### src/rtl/sdram_col_pkg.sv
package sdram_col_pkg;
  localparam int MODE_W = 12;
  localparam logic [2:0] LEN_ONE  = 3'd0;
  localparam logic [2:0] LEN_PAGE = 3'd7;

  typedef struct packed {
    logic [2:0] len_code;
    logic       interleave;
    logic [1:0] cas;
    logic       write_single;
  } mode_cfg_t;
endpackage

### src/rtl/sdram_mode_reg.sv
module sdram_mode_reg
  import sdram_col_pkg::*;
(
  input  logic              clk,
  input  logic              rst_n,
  input  logic              load,
  input  logic [MODE_W-1:0] word,
  output mode_cfg_t         cfg,
  output logic              err
);
  logic len_ok, cas_ok, op_ok, bad;

  always_comb begin
    len_ok = (word[2:0] <= 3'd3) || (word[2:0] == LEN_PAGE && !word[3]);
    cas_ok = (word[6:4] >= 3'd1) && (word[6:4] <= 3'd3);
    op_ok  = (word[8:7] == 2'b00) && (word[11:10] == 2'b00);
    bad    = !(len_ok && cas_ok && op_ok);
  end

  always_ff @(posedge clk) begin
    if (!rst_n) begin
      cfg <= '{len_code: LEN_ONE, interleave: 1'b0, cas: 2'd2, write_single: 1'b0};
      err <= 1'b0;
    end else if (load) begin
      err <= bad;
      if (!bad) begin
        cfg.len_code     <= word[2:0];
        cfg.interleave   <= word[3];
        cfg.cas          <= word[5:4];
        cfg.write_single <= word[9];
      end
    end
  end

  assert_reserved_keep_R3: assert property (@(posedge clk) disable iff (!rst_n)
    load && bad |=> err && $stable(cfg));

  assert_load_decode_R2: assert property (@(posedge clk) disable iff (!rst_n)
    load && !bad |=> !err && cfg.cas == $past(word[5:4]) &&
                     cfg.write_single == $past(word[9]));
endmodule

### src/rtl/sdram_col_gen.sv
module sdram_col_gen
  import sdram_col_pkg::*;
#(
  parameter int COL_W = 8
) (
  input  logic             clk,
  input  logic             rst_n,
  input  mode_cfg_t        cfg,
  input  logic             start,
  input  logic             is_write,
  input  logic [COL_W-1:0] start_col,
  input  logic             stop,
  input  logic             ready,
  output logic             valid,
  output logic [COL_W-1:0] addr,
  output logic             last
);
  logic [2:0]       eff_code;
  logic [COL_W-1:0] new_len_m1, new_mask;
  logic             active, full, inter;
  logic [COL_W-1:0] base, cnt, len_m1, mask;

  always_comb begin
    eff_code = (is_write && cfg.write_single) ? LEN_ONE : cfg.len_code;
    case (eff_code)
      3'd1:    new_len_m1 = COL_W'(1);
      3'd2:    new_len_m1 = COL_W'(3);
      3'd3:    new_len_m1 = COL_W'(7);
      default: new_len_m1 = '0;
    endcase
    new_mask = (eff_code == LEN_PAGE) ? '1 : new_len_m1;
  end

  always_ff @(posedge clk) begin
    if (!rst_n) begin
      active <= 1'b0;
      full   <= 1'b0;
      inter  <= 1'b0;
      base   <= '0;
      cnt    <= '0;
      len_m1 <= '0;
      mask   <= '0;
    end else if (start) begin
      active <= 1'b1;
      full   <= (eff_code == LEN_PAGE);
      inter  <= cfg.interleave && (eff_code != LEN_PAGE);
      base   <= start_col;
      cnt    <= '0;
      len_m1 <= new_len_m1;
      mask   <= new_mask;
    end else if (stop) begin
      active <= 1'b0;
    end else if (active && ready) begin
      if (last) active <= 1'b0;
      else      cnt    <= cnt + 1'b1;
    end
  end

  always_comb begin
    if (inter) addr = (base & ~mask) | ((base ^ cnt) & mask);
    else       addr = (base & ~mask) | ((base + cnt) & mask);
    valid = active;
    last  = active && !full && (cnt == len_m1);
  end

  assert_last_in_burst_R9: assert property (@(posedge clk) disable iff (!rst_n)
    last |-> valid);

  assert_hold_on_stall_R10: assert property (@(posedge clk) disable iff (!rst_n)
    valid && !ready && !start && !stop |=> valid && $stable(addr));

  assert_stop_ends_R11: assert property (@(posedge clk) disable iff (!rst_n)
    stop && !start |=> !valid);

  assert_restart_col_R12: assert property (@(posedge clk) disable iff (!rst_n)
    start |=> valid && addr == $past(start_col));

  assert_stay_in_block_R4: assert property (@(posedge clk) disable iff (!rst_n)
    valid && ready && !last && !start && !stop |=>
      valid && (((addr ^ $past(addr)) & ~mask) == '0));
endmodule

### src/rtl/sdram_col_seq.sv
module sdram_col_seq
  import sdram_col_pkg::*;
#(
  parameter int COL_W = 8
) (
  input  logic              clk,
  input  logic              rst_n,
  input  logic              mode_load,
  input  logic [MODE_W-1:0] mode_word,
  output logic              mode_err,
  output logic [1:0]        cas_lat,
  output logic              write_single,
  input  logic              burst_start,
  input  logic              burst_write,
  input  logic [COL_W-1:0]  start_col,
  input  logic              burst_stop,
  output logic              col_valid,
  input  logic              col_ready,
  output logic [COL_W-1:0]  col_addr,
  output logic              col_last
);
  mode_cfg_t cfg;

  sdram_mode_reg u_mode (
    .clk  (clk),
    .rst_n(rst_n),
    .load (mode_load),
    .word (mode_word),
    .cfg  (cfg),
    .err  (mode_err)
  );

  sdram_col_gen #(.COL_W(COL_W)) u_gen (
    .clk      (clk),
    .rst_n    (rst_n),
    .cfg      (cfg),
    .start    (burst_start),
    .is_write (burst_write),
    .start_col(start_col),
    .stop     (burst_stop),
    .ready    (col_ready),
    .valid    (col_valid),
    .addr     (col_addr),
    .last     (col_last)
  );

  assign cas_lat      = cfg.cas;
  assign write_single = cfg.write_single;
endmodule

### config.mk
export PLATFORM = sky130hd
export DESIGN_NAME = sdram_col_seq
export DESIGN_NICKNAME = d
export VERILOG_FILES = /design/src/rtl/sdram_col_pkg.sv /design/src/rtl/sdram_mode_reg.sv /design/src/rtl/sdram_col_gen.sv /design/src/rtl/sdram_col_seq.sv
export SDC_FILE = /design/constraint.sdc
export NUM_CORES = 1
export LEC_CHECK = 0
export ABC_AREA = 1
export BUFFER_PORTS_ARGS = -buffer_cell sky130_fd_sc_hd__buf_4
export CELL_PAD_IN_SITES_DETAIL_PLACEMENT = 2
export CELL_PAD_IN_SITES_GLOBAL_PLACEMENT = 2
export CORE_MARGIN = 2
export CORE_UTILIZATION = 31
export DETAILED_ROUTE_END_ITERATION = 12
export HOLD_SLACK_MARGIN = 0.12
export PLACE_DENSITY_LB_ADDON = 0.25
export SLEW_MARGIN = 20
export SYNTH_ARGS = -nofsm -noshare
export SYNTH_HDL_FRONTEND = slang
export SYNTH_SLANG_ARGS = --single-unit
### constraint.sdc
create_clock -name clk -period 5.3 [get_ports clk]
set_input_delay 1.06 -clock clk [delete_from_list [all_inputs] [get_ports clk]]
set_output_delay 1.06 -clock clk [all_outputs]
set_load 0.05 [all_outputs]
### Word level (Yosys, flattened, before mapping)

Cells that the tools add are included.

| storage, ports and cells | value |
|---|---|
| bits in registers | 43 |
| bits in latches | 0 |
| bits in writable memories | 0 |
| memory bits (read-only) | 0 |
| input port bits | 27 |
| output and inout bits | 14 |
| logic and storage cells | 64 |
| memories | 0 |

| cells by class | value |
|---|---|
| add/subtract/negate cells | 2 |
| multipliers | 0 |
| divide/modulo/power cells | 0 |
| $lt $le $gt $ge | 3 |
| equal/unequal tests | 7 |
| shift-type cells | 0 |
| mux-type cells | 8 |
| bitwise gates (word level) | 10 |
| reduce and logical (&&, ||, !) cells | 22 |

Operators by type and width:

| kind | number |
|---|---|
| 8-bit AND | 3 |
| 8-bit 2-to-1 mux | 2 |
| 8-bit bitwise OR | 2 |
| 1-bit logical AND | 10 |
| 3-bit one-hot mux with 3 select lines | 1 |
| 8-bit by 1-bit adder with 8-bit output, second input constant | 1 |
| 8-bit adder | 1 |
| 8-bit == test | 1 |
| 8-bit NOT | 1 |
| 8-bit XOR | 1 |
| 3-bit by 2-bit == test with 1-bit output, second input constant | 2 |
| 3-bit == test, second input constant | 2 |
| 3-bit by 2-bit less-or-equal comparator with 1-bit output, second input constant | 2 |
| 3-bit nonzero test | 2 |
| 2-bit logical NOT | 2 |
| 1-bit 2-to-1 mux | 4 |
| 2-bit AND reduction | 2 |
| 3-bit by 1-bit == test with 1-bit output, second input constant | 1 |
| 3-bit by 1-bit >= comparator with 1-bit output, second input constant | 1 |
| 1-bit logical NOT | 3 |
| 3-bit 2-to-1 mux | 1 |
| 3-bit inequality test, second input constant | 1 |
| 1-bit NOT | 3 |
| 3-bit AND reduction | 1 |
| 2 further kinds | 2 |

### Logic depth before layout (Yosys ltp)

| depth | value |
|---|---|
| depth in word-level cells | 7 |
| gate-level depth with buffers | 10 |
| gate-level depth less buffers | 10 |

### Modules after synthesis

From an unflattened synthesis, not the netlist that was laid out.

| second synthesis, totals | value |
|---|---|
| cells, all modules | 279 |
| area, all modules | 1946.9 um^2 |

By module, submodules not included:

| module | instances | cells an instance | area each (um^2) | sequential area each (um^2) |
|---|---|---|---|---|
| sdram_col_gen | 1 | 222 | 1562.7 | 500.5 |
| sdram_mode_reg | 1 | 57 | 384.1 | 160.2 |

### Worst setup path before layout

OpenSTA, ideal clock, no wires.

| path | value |
|---|---|
| path type | register -> output |
| from | register u_gen.cnt[0] |
| to | output col_addr[2] |
| data arrival time | 2.244 ns |
| data required time | 4.240 ns |
| slack | 1.996 ns |
| stages on the path, launching flop included | 7 |
| buffers on the path | 0 |
| cells stage by stage | dfxtp_1 -> ha_1 -> inv_1 -> fa_1 -> nor2_1 -> xnor2_1 -> o21ai_0 |

| on the way | value |
|---|---|
| word-level cells in the longest chain between the ends | 4 |

Ends and longest elaborated chain:

| what | line | RTL |
|---|---|---|
| start, declared | sdram_col_gen.sv:21 | `logic [COL_W-1:0] base, cnt, len_m1, mask;` |
| start signal, assigned | sdram_col_gen.sv:55 | `else cnt <= cnt + 1'b1;` |
| 8-bit adder | sdram_col_gen.sv:61 | `else addr = (base & ~mask) \| ((base + cnt) & mask);` |
| 8-bit AND | sdram_col_gen.sv:61 |  |
| 8-bit bitwise OR | sdram_col_gen.sv:61 |  |
| 8-bit 2-to-1 mux | sdram_col_gen.sv:60 | `if (inter) addr = (base & ~mask) \| ((base ^ cnt) & mask);` |
| end, declared | sdram_col_seq.sv:19 | `output logic [COL_W-1:0] col_addr,` |

Every way passes these cells.

### Worst setup path in the final report

| path | value |
|---|---|
| from | register u_gen.cnt[0] |
| to | output col_addr[6] |

Same word-level chain as after synthesis.

==> impl_metrics.yaml <==
outcome:
  run_status: "completed"
yosys:
  synthFlopType: "sky130_fd_sc_hd__dfxtp_1"
  synth_top_area_share_pct: 34.1
  ys.warnings.count: 0
  post_synth_most_frequent_cells: "sky130_fd_sc_hd__nand2_1 (71), sky130_fd_sc_hd__dfxtp_1 (33), sky130_fd_sc_hd__inv_1 (29), sky130_fd_sc_hd__nand3_1 (29), sky130_fd_sc_hd__nor2_1 (26)"
  synth.ff_latch_count: 33
  netlist.top_cell.by_area: "sky130_fd_sc_hd__dfxtp_1"
  synth_cell_type_count: 35
  synth_seq_area_share_pct: 34.1
  synth_enable_flop_cells: 0
  ys_async_sr_fraction_pct: 0
  netlist_area_sq_um: 1940
  netlist_top_cells_area: "sky130_fd_sc_hd__dfxtp_1 (34%), sky130_fd_sc_hd__nand2_1 (14%), sky130_fd_sc_hd__nand3_1 (7.5%)"
  syn_avg_cell_area_sq_um: 6.82
  synthCells: 284
  synth_most_common_cell: "sky130_fd_sc_hd__nand2_1"
  synthesized_netlist_net_count: 320
pwr:
  power.internal_uw: 437
  power.switching_fraction_pct: 26.5
  power.leakage_nw: 1.10
  vdd_ir_drop_max_v: 0.000121
  p_comb_share_pct: 13.9
  power_density_nw_per_um2: 249
  sequentialPowerShare_pct: 43.3
  clock_power_share_pct: 42.8
  switching_power_uw: 158
cts:
  cts.hold.buffers_added: 0
  cts-htree-levels: 2
  clock_sink_count: 33
  cts_inserted_buffers: 5
  longest_clk_path_bufs: 2
  worstSkewPairLatency_ns: 0.28
  cts_repair_resize_count: 0
  cts_setup_buffers: 0
  cts_tree: "built"
  cts-root-buf: "sky130_fd_sc_hd__clkbuf_8"
  clock_transition_at_the_register_clock_pins_on_the_worst_setup_and_hold_paths_after_cts_ns: 0.08
floorplan:
  floorplan.core_area_sq_um: 5990
  core.rowCount: 28
  die_height_microns: 83.0
  die_width_microns: 83.0
  boundaryPins: 41
  design.die.area_sq_um: 6890
  initial_utilization_pct: 32.3
sta:
  slew_violations: 0
  rsz0062_at_grt: "no"
  maxClockFrequency_mhz: 304
  relSlewSlack_pct: 75.1
  worst-slew-pin-transition_ns: 0.374
  setup-tns-final_ns: 0
  ratio_of_final_minimum_period_to_clock_period_pct: 62.0
  setup_violations: 0
  fin_skew_ns: 0.00360
  min_tclk_post_route_ns: 3.29
  hold_violations: 0
route:
  detailedRoute.firstIterationViolations: 29
  first_pass_iters: 3
  drt_wl_total_mm: 6.06
  detail_route.wl_per_cell_microns: 15.2
  ant_nets: 0
  drc_errors: 0
  vias_per_cell: 5.04
  via_count: 2004
critical_path:
  cp_num_buf_inv: 2
  worstReg2RegEnd: "u_gen.cnt[0]"
  worst-setup-path-type: "flip-flop to output port"
  worstPathCellList: "ha_1, inv_1, fa_1, o21ai_1, nand3b_1, nand3b_1, nand3_1, nand2_1, buf_4"
  setup.worst_path.end_class: "output port"
  worst-r2r-setup-slack_ns: 3.84
  worst_path_dominant_cell_family: "adder cells"
  worst-endpoint-arrival_ns: 2.23
  worst-r2r-cell-count: 9
  path_max_fanout: 6
  crit_required_ns: 4.24
  critPathSlowestCell: "sky130_fd_sc_hd__dfxtp_1"
  critical-path-top-cell-by-count: "sky130_fd_sc_hd__nand3b_1"
  r2r-start: "u_gen.cnt[2]"
  startpoint_type: "flip-flop"
  critical_path.max_stage_delay_ns: 0.43
placement:
  place.gp.congestion: 0.769
  placement.cell_area_sq_um: 2270
  numPortBuffers: 40
  post-dp-hpwl_mm: 4.87
worst_hold_path:
  whs_path_depth: 2
  hold_path_class: "flip-flop to flip-flop"
  hold-path-endpoint: "u_mode.cfg[1]"
  hold_startpoint: "u_mode.cfg[1]"
global_route:
  grt-ovfl-total: 0
  grt_max_degree: 21
  grt_first_pass_wirelength_mm: 10.6
  first_global_vias: 2234
  grt_usage_pct: 18.8
  antenna_found_initial: 0
flow_run:
  cap_viol_max_count: 0
final_layout:
  syn_to_final_growth_pct: 23.7
  final_layout_size_suffix_gt1_share_pct: 19.8
  finish.net_count: 358
  postLayoutCellArea_sq_um: 2390
  insertedDiodeCount: 0
-- worst min-delay path: stages (launching register included) --
cell	delay [ns]
sky130_fd_sc_hd__dfxtp_1	0.33
sky130_fd_sc_hd__nor2_1	0.05
sky130_fd_sc_hd__nor2_1	0.07
-- power groups by stage --
stage | registers [mW] | clock network, mW | logic [mW]
after global routing | 0.259 | 0.271 | 0.0910
after detailed placement | 0.264 | 0 | 0.0837
after global placement | 0.263 | 0 | 0.0814
after floorplan | 0.266 | 0 | 0.0455
final | 0.258 | 0.255 | 0.0829
after CTS | 0.258 | 0.261 | 0.0845
-- per-stage QoR --
step                      hold WS, ns  instances  util [%]  power (mW)  setup WS, ns
after detailed placement        0.465        390      37.9       0.347          2.32
after global routing            0.497        398      40.0       0.621          1.83
after global placement          0.453        390      37.9       0.345          2.43
final                           0.475        398      40.0       0.595          2.01
after floorplan                 0.441        284         -       0.312          2.00
after CTS                       0.483        398      40.0       0.603          1.99
-- layout by cell type (no fill, tap or decap), drive strengths merged, types with 2 or more instances in the layout --
master,synthesis,layout
nand2,74,74
buf,7,40
inv,34,34
dfxtp,33,33
nand3,30,30
nor2,29,29
o21ai,25,25
a21oi,11,11
ha,8,8
nand4,7,7
clkbuf,2,6
o22ai,4,4
xor2,4,4
xnor2,3,3
nand3b,2,2
clkinv,2,2
nor3,2,2
-- sequential cells by signal, indices dropped and copies added (netlist names) --
name and cells:
u_mode.err 1, u_gen.cnt 8, u_gen.inter 1, u_gen.mask 4, u_gen.base 8, u_gen.valid 1
u_gen.len_m1 3, u_mode.cfg 7
-- logic make-up (layout without fill, tap and decap cells) --
logic type / count (synthesis) / in the layout / synth area share, %
flops: 33 / 33 / 34.1
compound gates: 43 / 43 / 12.0
xor+xnor: 7 / 7 / 3.17
fa+ha+maj: 9 / 9 / 6.21
buf+inv: 45 / 84 / 9.95
simple gates: 147 / 147 / 34.6
-- final cells by class --
class / instances / area (sq um)
inverter: 36 / 136
sequential: 33 / 661
clock inverter: 2 / 37.5
fill: 732 / 3600
clock buffer: 6 / 82.6
tap: 75 / 93.8
multi-input combinational: 206 / 1080
timing repair buffer: 40 / 300
-- worst max path at each step --
stage,start,to,cells after the start
2_1_floorplan,u_gen.cnt[0],col_addr[2],6
3_3_place_gp,u_gen.cnt[0],col_addr[6],9
3_5_place_dp,u_gen.cnt[0],col_addr[6],9
4_1_cts,u_gen.cnt[0],col_addr[6],9
5_1_grt,u_gen.cnt[0],col_addr[6],9
6_report,u_gen.cnt[0],col_addr[6],9
-- routing by layer --
metal,vias to the layer above,global-route usage (%),share of wire (%)
li1,1000,-,-
met5,-,0,0
met2,36,35.5,52
met4,0,6.26,2.0
met3,11,3.88,3.4
met1,957,20.7,42
No activity file was read; power rests on OpenSTA's default activity.
